### config.mk
export PLATFORM = sky130hd
export DESIGN_NAME = irq_mask_arbiter
export DESIGN_NICKNAME = d
export VERILOG_FILES = /design/src/rtl/irqa_pkg.sv /design/src/rtl/irqa_nmi_edge.sv /design/src/rtl/irqa_prio_pick.sv /design/src/rtl/irqa_vec_seq.sv /design/src/rtl/irq_mask_arbiter.sv
export SDC_FILE = /design/constraint.sdc
export NUM_CORES = 1
export LEC_CHECK = 0
export BUFFER_PORTS_ARGS = -buffer_cell sky130_fd_sc_hd__clkbuf_2
export CORE_UTILIZATION = 49
export CTS_CLUSTER_DIAMETER = 60
export DETAILED_ROUTE_END_ITERATION = 10
export PLACE_DENSITY = 0.79
export SETUP_SLACK_MARGIN = 0.05
export SYNTH_ARGS = -nofsm -noshare
export SYNTH_HDL_FRONTEND = slang
export SYNTH_SLANG_ARGS = --single-unit
export TNS_END_PERCENT = 1
### constraint.sdc
create_clock -name clk -period 3.4 [get_ports clk]
set_input_delay 0.51 -clock clk [delete_from_list [all_inputs] [get_ports clk]]
set_output_delay 0.51 -clock clk [all_outputs]
set_load 0.05 [all_outputs]
### src/rtl/irqa_pkg.sv
package irqa_pkg;
  localparam int LVL_W     = 3;
  localparam int NLINES    = (1 << LVL_W) - 1;
  localparam int NMI_LVL   = NLINES;
  localparam int VEC_W     = 8;
  localparam int ADDR_W    = VEC_W + 2;
  localparam int AUTO_BASE = 24;
  localparam int USER_MIN  = 64;

  typedef enum logic {ST_IDLE, ST_WAIT} seq_st_t;

  function automatic logic [ADDR_W-1:0] vec_to_addr(input logic [VEC_W-1:0] v);
    return {v, 2'b00};
  endfunction

  function automatic logic [VEC_W-1:0] autovec(input logic [LVL_W-1:0] lvl);
    return VEC_W'(AUTO_BASE) + VEC_W'(lvl);
  endfunction

  function automatic logic lvl_beats_mask(input logic [LVL_W-1:0] lvl,
                                          input logic [LVL_W-1:0] mask);
    if (lvl == '0) return 1'b0;
    if (lvl == LVL_W'(NMI_LVL)) return 1'b1;
    return lvl > mask;
  endfunction

  function automatic logic vec_usable(input logic [VEC_W-1:0] v);
    return v >= VEC_W'(USER_MIN);
  endfunction
endpackage

### src/rtl/irqa_nmi_edge.sv
module irqa_nmi_edge (
  input  logic clk,
  input  logic rst_n,
  input  logic line_i,
  input  logic clear_i,
  output logic pend_o
);
  logic prev_q;
  logic rise_w;

  assign rise_w = line_i & ~prev_q;

  always_ff @(posedge clk or negedge rst_n) begin
    if (!rst_n) begin
      prev_q <= 1'b0;
      pend_o <= 1'b0;
    end else begin
      prev_q <= line_i;
      pend_o <= (pend_o & ~clear_i) | rise_w;
    end
  end

  assert_nmi_from_edge_R4: assert property (@(posedge clk) disable iff (!rst_n)
    $rose(pend_o) |-> $past(line_i));
endmodule

### src/rtl/irqa_prio_pick.sv
module irqa_prio_pick
  import irqa_pkg::*;
(
  input  logic [NLINES-1:0] req_i,
  output logic [NLINES-1:0] grant_oh_o,
  output logic [LVL_W-1:0]  lvl_o
);
  genvar g;
  generate
    for (g = 0; g < NLINES; g++) begin : g_win
      if (g == NLINES - 1) begin : g_top
        assign grant_oh_o[g] = req_i[g];
      end else begin : g_low
        assign grant_oh_o[g] = req_i[g] & ~(|req_i[NLINES-1:g+1]);
      end
    end
  endgenerate

  always_comb begin
    lvl_o = '0;
    for (int i = 0; i < NLINES; i++) begin
      if (grant_oh_o[i]) lvl_o = LVL_W'(i + 1);
    end
  end
endmodule

### src/rtl/irqa_vec_seq.sv
module irqa_vec_seq
  import irqa_pkg::*;
#(
  parameter int TIMEOUT = 8
) (
  input  logic              clk,
  input  logic              rst_n,
  input  logic              take_i,
  input  logic [LVL_W-1:0]  lvl_i,
  input  logic              vec_valid_i,
  input  logic [VEC_W-1:0]  vec_num_i,
  output logic              idle_o,
  output logic              iack_o,
  output logic [LVL_W-1:0]  iack_lvl_o,
  output logic              done_o,
  output logic [ADDR_W-1:0] vec_addr_o,
  output logic [LVL_W-1:0]  new_mask_o
);
  localparam int CNT_W = (TIMEOUT > 1) ? $clog2(TIMEOUT) : 1;

  seq_st_t           st_q;
  logic [CNT_W-1:0]  cnt_q;
  logic [LVL_W-1:0]  lvl_q;
  logic              dev_hit_w;
  logic              expire_w;

  assign dev_hit_w  = vec_valid_i & vec_usable(vec_num_i);
  assign expire_w   = (cnt_q == CNT_W'(TIMEOUT - 1));
  assign idle_o     = (st_q == ST_IDLE);
  assign iack_o     = (st_q == ST_WAIT);
  assign iack_lvl_o = lvl_q;

  always_ff @(posedge clk or negedge rst_n) begin
    if (!rst_n) begin
      st_q       <= ST_IDLE;
      cnt_q      <= '0;
      lvl_q      <= '0;
      done_o     <= 1'b0;
      vec_addr_o <= '0;
      new_mask_o <= '0;
    end else begin
      done_o <= 1'b0;
      case (st_q)
        ST_IDLE: begin
          if (take_i) begin
            st_q  <= ST_WAIT;
            cnt_q <= '0;
            lvl_q <= lvl_i;
          end
        end
        ST_WAIT: begin
          if (dev_hit_w) begin
            st_q       <= ST_IDLE;
            done_o     <= 1'b1;
            vec_addr_o <= vec_to_addr(vec_num_i);
            new_mask_o <= lvl_q;
          end else if (expire_w) begin
            st_q       <= ST_IDLE;
            done_o     <= 1'b1;
            vec_addr_o <= vec_to_addr(autovec(lvl_q));
            new_mask_o <= lvl_q;
          end else begin
            cnt_q <= cnt_q + 1'b1;
          end
        end
        default: st_q <= ST_IDLE;
      endcase
    end
  end

  assert_timer_bound_R8: assert property (@(posedge clk) disable iff (!rst_n)
    iack_o |-> (int'(cnt_q) < TIMEOUT));

  assert_addr_range_R6: assert property (@(posedge clk) disable iff (!rst_n)
    done_o |-> ((vec_addr_o >= ADDR_W'(USER_MIN * 4)) ||
                ((vec_addr_o >= ADDR_W'(AUTO_BASE * 4)) &&
                 (vec_addr_o <= ADDR_W'((AUTO_BASE + NMI_LVL) * 4)))));

  assert_mask_nonzero_R9: assert property (@(posedge clk) disable iff (!rst_n)
    done_o |-> (new_mask_o != '0));

  assert_done_ends_ack_R6: assert property (@(posedge clk) disable iff (!rst_n)
    done_o |-> !iack_o);
endmodule

### src/rtl/irq_mask_arbiter.sv
module irq_mask_arbiter
  import irqa_pkg::*;
#(
  parameter int TIMEOUT = 8
) (
  input  logic              clk,
  input  logic              rst_n,
  input  logic [NLINES-1:0] irq_lines,
  input  logic [LVL_W-1:0]  cpu_mask,
  input  logic              core_ack,
  input  logic              vec_valid,
  input  logic [VEC_W-1:0]  vec_num,
  output logic              intr_req,
  output logic [LVL_W-1:0]  req_level,
  output logic              iack,
  output logic [LVL_W-1:0]  iack_level,
  output logic              done,
  output logic [ADDR_W-1:0] vec_addr,
  output logic [LVL_W-1:0]  new_mask,
  output logic              sup_set
);
  logic              nmi_pend_w;
  logic              nmi_clear_w;
  logic [NLINES-1:0] eff_req_w;
  logic [NLINES-1:0] grant_oh_w;
  logic              idle_w;
  logic              take_w;

  assign eff_req_w = {nmi_pend_w, irq_lines[NLINES-2:0]};

  irqa_nmi_edge u_nmi (
    .clk     (clk),
    .rst_n   (rst_n),
    .line_i  (irq_lines[NLINES-1]),
    .clear_i (nmi_clear_w),
    .pend_o  (nmi_pend_w)
  );

  irqa_prio_pick u_pick (
    .req_i      (eff_req_w),
    .grant_oh_o (grant_oh_w),
    .lvl_o      (req_level)
  );

  assign intr_req    = idle_w & lvl_beats_mask(req_level, cpu_mask);
  assign take_w      = intr_req & core_ack;
  assign nmi_clear_w = take_w & grant_oh_w[NLINES-1];

  irqa_vec_seq #(.TIMEOUT(TIMEOUT)) u_seq (
    .clk         (clk),
    .rst_n       (rst_n),
    .take_i      (take_w),
    .lvl_i       (req_level),
    .vec_valid_i (vec_valid),
    .vec_num_i   (vec_num),
    .idle_o      (idle_w),
    .iack_o      (iack),
    .iack_lvl_o  (iack_level),
    .done_o      (done),
    .vec_addr_o  (vec_addr),
    .new_mask_o  (new_mask)
  );

  assign sup_set = done;

  assert_quiet_in_ack_R5: assert property (@(posedge clk) disable iff (!rst_n)
    iack |-> !intr_req);

  assert_ack_needs_take_R5: assert property (@(posedge clk) disable iff (!rst_n)
    $rose(iack) |-> ($past(core_ack) && $past(intr_req)));

  assert_lvl_held_R5: assert property (@(posedge clk) disable iff (!rst_n)
    (iack && $past(iack)) |-> $stable(iack_level));

  assert_level_present_R2: assert property (@(posedge clk) disable iff (!rst_n)
    (eff_req_w != '0) |-> (req_level != '0));
endmodule

; Yosys cells after proc, flatten, opt, wreduce, memory -nomap -nowiden
; Index checks and enable logic that the tools add are counted.
; Widths: inputs -> output; s select.
[word_totals]
reg_bits = 23
in_bits = 22
output_inout_bits = 23
elab_cells = 78
[classes]
add_sub_neg = 2
order_cmp = 2
eq_ne = 5
muxes = 29
bitwise = 22
reduce_logical = 10
[ops]
columns = operator, n
row1 = $mux 3, 11
row2 = $mux 10, 2
row3 = $mux 1, 14
row4 = $and 1x1->1, 12
row5 = $not 1->1, 9
row6 = $ge 8x7->1 const B, 1
row7 = $add 5x3->6 const A, 1
row8 = $eq 3x3->1 const B, 2
row9 = $pmux 3 s2, 1
row10 = $reduce_or 6->1, 1
row11 = $reduce_or 5->1, 1
row12 = $ne 2x2->1 const B, 2
row13 = $reduce_and 2->1, 2
row14 = $reduce_or 4->1, 1
row15 = $add 3x1->3 const B, 1
row16 = $gt 3x3->1, 1
row17 = $logic_not 3->1, 1
row18 = $reduce_and 3->1, 1
row19 = $reduce_or 3->1, 1
row20 = $ne 2x1->1 const B, 1
row21 = $pmux 1 s2, 1
row22 = $reduce_bool 2->1, 1
row23 = $reduce_or 2->1, 1
row24 = $or 1x1->1, 1

; Logic depth before layout (Yosys ltp)
[logic_depth]
ltp_word = 21
depth_mapped = 9
mapped_depth_nobuf = 9

; Hierarchy
; A second synthesis with hierarchy kept.
[hier_totals]
hier_cells = 106
area_unflattened_um2 = 1158.6
[modules_own_cells]
columns = module, instances, cells_per_inst, area_each_um2, seq_area_each_um2
row1 = irqa_vec_seq, 1, 64, 843.3, 475.5
row2 = irq_mask_arbiter, 1, 20, 137.6, 0.0
row3 = irqa_prio_pick, 1, 17, 107.6, 0.0
row4 = irqa_nmi_edge, 1, 5, 70.1, 50.0

; Worst setup path after synthesis
; Ideal clock, no wire load.
[synth_timing]
path_type = input to output
start = input port irq_lines[1]
end = output port intr_req
t_arrival_ns = 2.938
t_required_ns = 2.890
setup_slack_ns = -0.048
stages = 8
path_buffers = 0
cell_sequence = inv_1 a21oi_1 o31ai_1 inv_1 ha_1 nand2b_1 a21oi_1 o21a_2
[synth_between]
elab_chain_cells = 16
word_cells_on_any_way = 21
classes_between = order compare: 1 / eq/ne: 1 / mux: 13 / bitwise: 4 / reduce/logical: 2
[synth_lines]
columns = element, line_no
row1 = start: declaration, irq_mask_arbiter.sv:8  ; input logic [NLINES-1:0] irq_lines,
row2 = $reduce_or 6->1, irqa_prio_pick.sv:14  ; assign grant_oh_o[g] = req_i[g] & ~(|req_i[NLINES-1:g+1]);
row3 = $not 1->1, irqa_prio_pick.sv:14
row4 = $and 1x1->1, irqa_prio_pick.sv:14
row5 = $mux 1, irqa_prio_pick.sv:22  ; if (grant_oh_o[i]) lvl_o = LVL_W'(i + 1);
row6 = $mux 3 (*) (6 in series), irqa_prio_pick.sv:22
row7 = net req_level[0], irq_mask_arbiter.sv:14  ; output logic [LVL_W-1:0] req_level,
row8 = $eq 3x3->1, irqa_pkg.sv:23  ; if (lvl == LVL_W'(NMI_LVL)) return 1'b1;
row9 = $mux 1 (2 in series), irqa_pkg.sv:23
row10 = $mux 1, irqa_pkg.sv:24  ; return lvl > mask;
row11 = $mux 1 (*), irqa_pkg.sv:23
row12 = $and 1x1->1 (*), irq_mask_arbiter.sv:45  ; assign intr_req = idle_w & lvl_beats_mask(req_level, cpu_mask);
row13 = end: declaration, irq_mask_arbiter.sv:13  ; output logic intr_req,
; The timed path passes the listed nets; every way through them passes the cells marked *. The select of a mux whose other input is x is not followed.

; Worst setup path in the final report
[layout_timing]
start = register u_nmi.pend_o
end = output port intr_req
[layout_between]
elab_chain_cells = 16
word_cells_on_any_way = 34
classes_between = order compare: 1 / eq/ne: 1 / mux: 13 / bitwise: 13 / reduce/logical: 6
[layout_lines]
columns = element, line_no
row1 = start: declaration, irqa_nmi_edge.sv:6  ; output logic pend_o
row2 = start signal: assignment, irqa_nmi_edge.sv:19  ; pend_o <= (pend_o & ~clear_i) | rise_w;
row3 = $reduce_or 6->1, irqa_prio_pick.sv:14
row4 = $not 1->1, irqa_prio_pick.sv:14
row5 = $and 1x1->1, irqa_prio_pick.sv:14
row6 = $mux 1, irqa_prio_pick.sv:22
row7 = $mux 3 (5 in series), irqa_prio_pick.sv:22
row8 = $mux 3 (*), irqa_prio_pick.sv:22
row9 = $eq 3x3->1, irqa_pkg.sv:23
row10 = $mux 1 (2 in series), irqa_pkg.sv:23
row11 = $mux 1, irqa_pkg.sv:24
row12 = $mux 1 (*), irqa_pkg.sv:23
row13 = $and 1x1->1 (*), irq_mask_arbiter.sv:45
; Mark *: on every way between the ends. The rest lies on a longest branch, timed or not. The select of a mux whose other input is x is not followed.

==> results.tsv <==
stage	metric	value	unit
run_status	outcome	completed	
logic_synthesis	synth-compound-area-share	17.7	%
final_layout	final_nets	166	
logic_synthesis	synth-xor-area-share	0	%
drt	dr.pass1.iters	2	
timing	fmax	352	MHz
global_route	grtUsageTotal	19.4	%
timing	worst_pin_slew	571	ps
timing	skew	8.43	ps
job	maxCapViolCount	0	
logic_synthesis	yosys.area_share.simple	11.2	%
floorplan	dieWidth	48.0	µm
cts	cts_tree	yes	
logic_synthesis	synth_adder_area_share	6.05	%
cts	postCtsHoldBufs	0	
logic_synthesis	syn_inst	95	
setup_path	crit_arrival	2330	ps
logic_synthesis	synth-seq-area-share	50.8	%
floorplan	initial_utilization	52.2	%
timing	tns	0	ps
final_layout	multi_input_area	463	µm²
drt	drt_iter0_drc	2	
timing	rsz0062_at_grt	false	
setup_path	critPathKind	flip-flop to output port	
cts	clkSinkCount	21	
placed_design	port_buffers	42	
final_layout	final_layout_size_suffix_gt1_share	38.4	%
drt	drt-total-wl	2030	µm
setup_path	cp_max_fo	7	
placed_design	globalplace.congestion	0.703	
global_route	antenna_found_initial	0	
setup_path	worstPathRequired	2890	ps
floorplan	io_pins	45	
global_route	grt-ovfl-total	0	
floorplan	rows	16	
timing	timing.final.crit_share	83.5	%
logic_synthesis	synthMuxAreaShare	8.10	%
setup_path	ff2ff_path_depth	5	
power	power_density	953	nW/µm²
cts	root_buffer	clkbuf_4	
power	irDropWorstVdd	0.000522	V
logic_synthesis	avgSynthCellArea	10.9	µm²
final_layout	areaGrowthSynthToFinish	25.6	%
drt	viasPerCell	5.08	
final_layout	n_antenna_cell	0	
logic_synthesis	synth_cell_types	28	
timing	maxSlewViolCount	0	
logic_synthesis	mappedNetlistArea	1030	µm²
floorplan	coreArea	1980	µm²
cts	cts_resized	0	
global_route	grt_max_degree	22	
global_route	grt_pass1_wl	2990	µm
cts	postCtsSetupRepairBufs	0	
drt	wl_per_cell	12.3	µm
logic_synthesis	synth_top_family_by_area	compound AO/OA/AOI/OAI gates	
drt	ant_nets	0	
logic_synthesis	ys_ff_latch	21	
drt	vias	839	
global_route	grt_pass1_vias	705	
final_layout	seqCellArea	526	µm²
cts	clk_pin_slew_worst_paths	130	ps
timing	setup_viol	0	
power	p_leak	0.682	nW
logic_synthesis	synth_warnings	0	
worst_hold_path	min_path_type	input port to async pin	
cts	numCtsBuffers	3	
final_layout	fin_util	65.6	%
placed_design	hpwl	1590	µm
setup_path	start_kind	flip-flop	
timing	min_period	2840	ps
cts	insertion_delay	300	ps
cts	cts_buffer_depth	2	
drt	drc	0	
final_layout	fill_cells	179	
floorplan	die_height	48.0	µm
setup_path	crit_path_end_kind	output port	
timing	slew-limit-headroom	61.9	%
timing	hold_viol	0	
floorplan	die-area	2300	µm²
cts	h-tree-depth	1	
## cell type report
cell class / count / area share (%)
Clock inverter: 1 / 0.577
Tap cell: 27 / 2.60
Timing Repair Buffer: 43 / 16.7
Clock buffer: 3 / 1.73
Multi-Input combinational cell: 62 / 35.6
Sequential cell: 21 / 40.4
Inverter: 8 / 2.31
## registers in the layout (all words and copies together) (netlist names)
signal,flops
u_seq.iack_lvl_o,3
u_nmi.pend_o,1
u_seq.iack_o,1
u_seq.done_o,1
u_seq.vec_addr_o,8
u_nmi.prev_q,1
u_seq.new_mask_o,3
u_seq.cnt_q,3
## cells by family (layout without fill, tap and decap cells)
| logic type | after synthesis | count (layout) |
|---|---|---|
| buffers and inverters | 13 | 55 |
| other | 1 | 2 |
| adders and majority gates | 5 | 5 |
| DFF | 21 | 21 |
| muxes | 8 | 8 |
| and+or+nand+nor | 24 | 24 |
| AOI/OAI and AO/OA | 23 | 23 |
## worst max-delay path: stages, from the launching register on
cell	delay, ps
dfrtp_1	490
or4_4	480
ha_1	320
o221a_4	300
o21a_2	210
clkbuf_2	230
## Yosys cell counts
cell type | instances | area [µm²]
ha_1 | 5 | 62.6
clkbuf_1 | 2 | 7.51
or4_4 | 1 | 11.3
a21o_1 | 1 | 7.51
nand2b_1 | 2 | 12.5
o21a_2 | 1 | 8.76
or3_1 | 1 | 6.26
dfrtp_1 | 21 | 526
nand2_1 | 13 | 48.8
a21oi_1 | 5 | 25.0
mux2i_1 | 5 | 50.1
o22a_1 | 2 | 17.5
o21ai_0 | 4 | 20.0
o21ai_1 | 2 | 10.0
mux2_1 | 3 | 33.8
buf_4 | 3 | 22.5
o211ai_4 | 1 | 21.3
o221a_4 | 1 | 20.0
a32o_1 | 3 | 30.0
nor3b_1 | 1 | 7.51
nor2_1 | 2 | 7.51
conb_1 | 1 | 3.75
nor2b_1 | 2 | 12.5
o31ai_1 | 2 | 15.0
nand3_1 | 1 | 5.00
nor3_1 | 1 | 5.00
o21a_1 | 1 | 7.51
inv_1 | 8 | 30.0
## power by group
part	leakage, nW	total [W]	switching [W]	internal [W]
Combinational	0.421	0.000683	0.000502	0.000181
Sequential	0.248	0.000434	0.0000821	0.000352
Clock	0.0139	0.000122	0.0000771	0.0000447
## per-stage QoR
| step | instances | cell area, µm² | setup slack (ps) | power, W | hold slack [ps] |
|---|---|---|---|---|---|
| 2_1_floorplan | 96 | 1050 | 446 | 0.000956 | 214 |
| 3_3_place_gp | 161 | 1270 | 653 | 0.00110 | 415 |
| 3_5_place_dp | 161 | 1270 | 625 | 0.00112 | 419 |
| 4_1_cts | 165 | 1300 | 546 | 0.00125 | 166 |
| 5_1_grt | 165 | 1300 | 463 | 0.00132 | 171 |
| 6_report | 165 | 1300 | 561 | 0.00124 | 152 |
## placed cells by master (no fill, tap or decap), drive strengths merged, types with 2 or more instances in the layout
cell	n
clkbuf	45
dfrtp	21
nand2	13
inv	8
o21ai	6
a21oi	5
mux2i	5
ha	5
a32o	3
mux2	3
o31ai	2
nor2	2
nand2b	2
nor2b	2
o22a	2
conb	2
o21a	2
## path summary, 6_finish.rpt
check | from | to | slack, ps
hold reg to reg | u_nmi.prev_q | u_nmi.pend_o | 440
setup reg to reg | u_nmi.pend_o | u_seq.iack_lvl_o[1] | 1130
min in group clk | irq_lines[6] | u_nmi.prev_q | 330
hold / removal | rst_n | u_seq.vec_addr_o[7] | 150
max in group asynchronous | rst_n | u_seq.vec_addr_o[8] | 2900
setup / recovery | u_nmi.pend_o | intr_req | 560
## routing by layer
| layer | track usage (%) | vias to the layer above | part of all wire, % | wire length [µm] |
|---|---|---|---|---|
| li1 | - | 413 | - | - |
| met1 | 22.1 | 388 | 43 | 869 |
| met2 | 34.9 | 36 | 51 | 1030 |
| met3 | 3.77 | 2 | 5.6 | 113 |
| met4 | 8.33 | 0 | 0.94 | 19 |
| met5 | 0 | - | 0 | 0 |
Power figures use the tool's default switching activity.
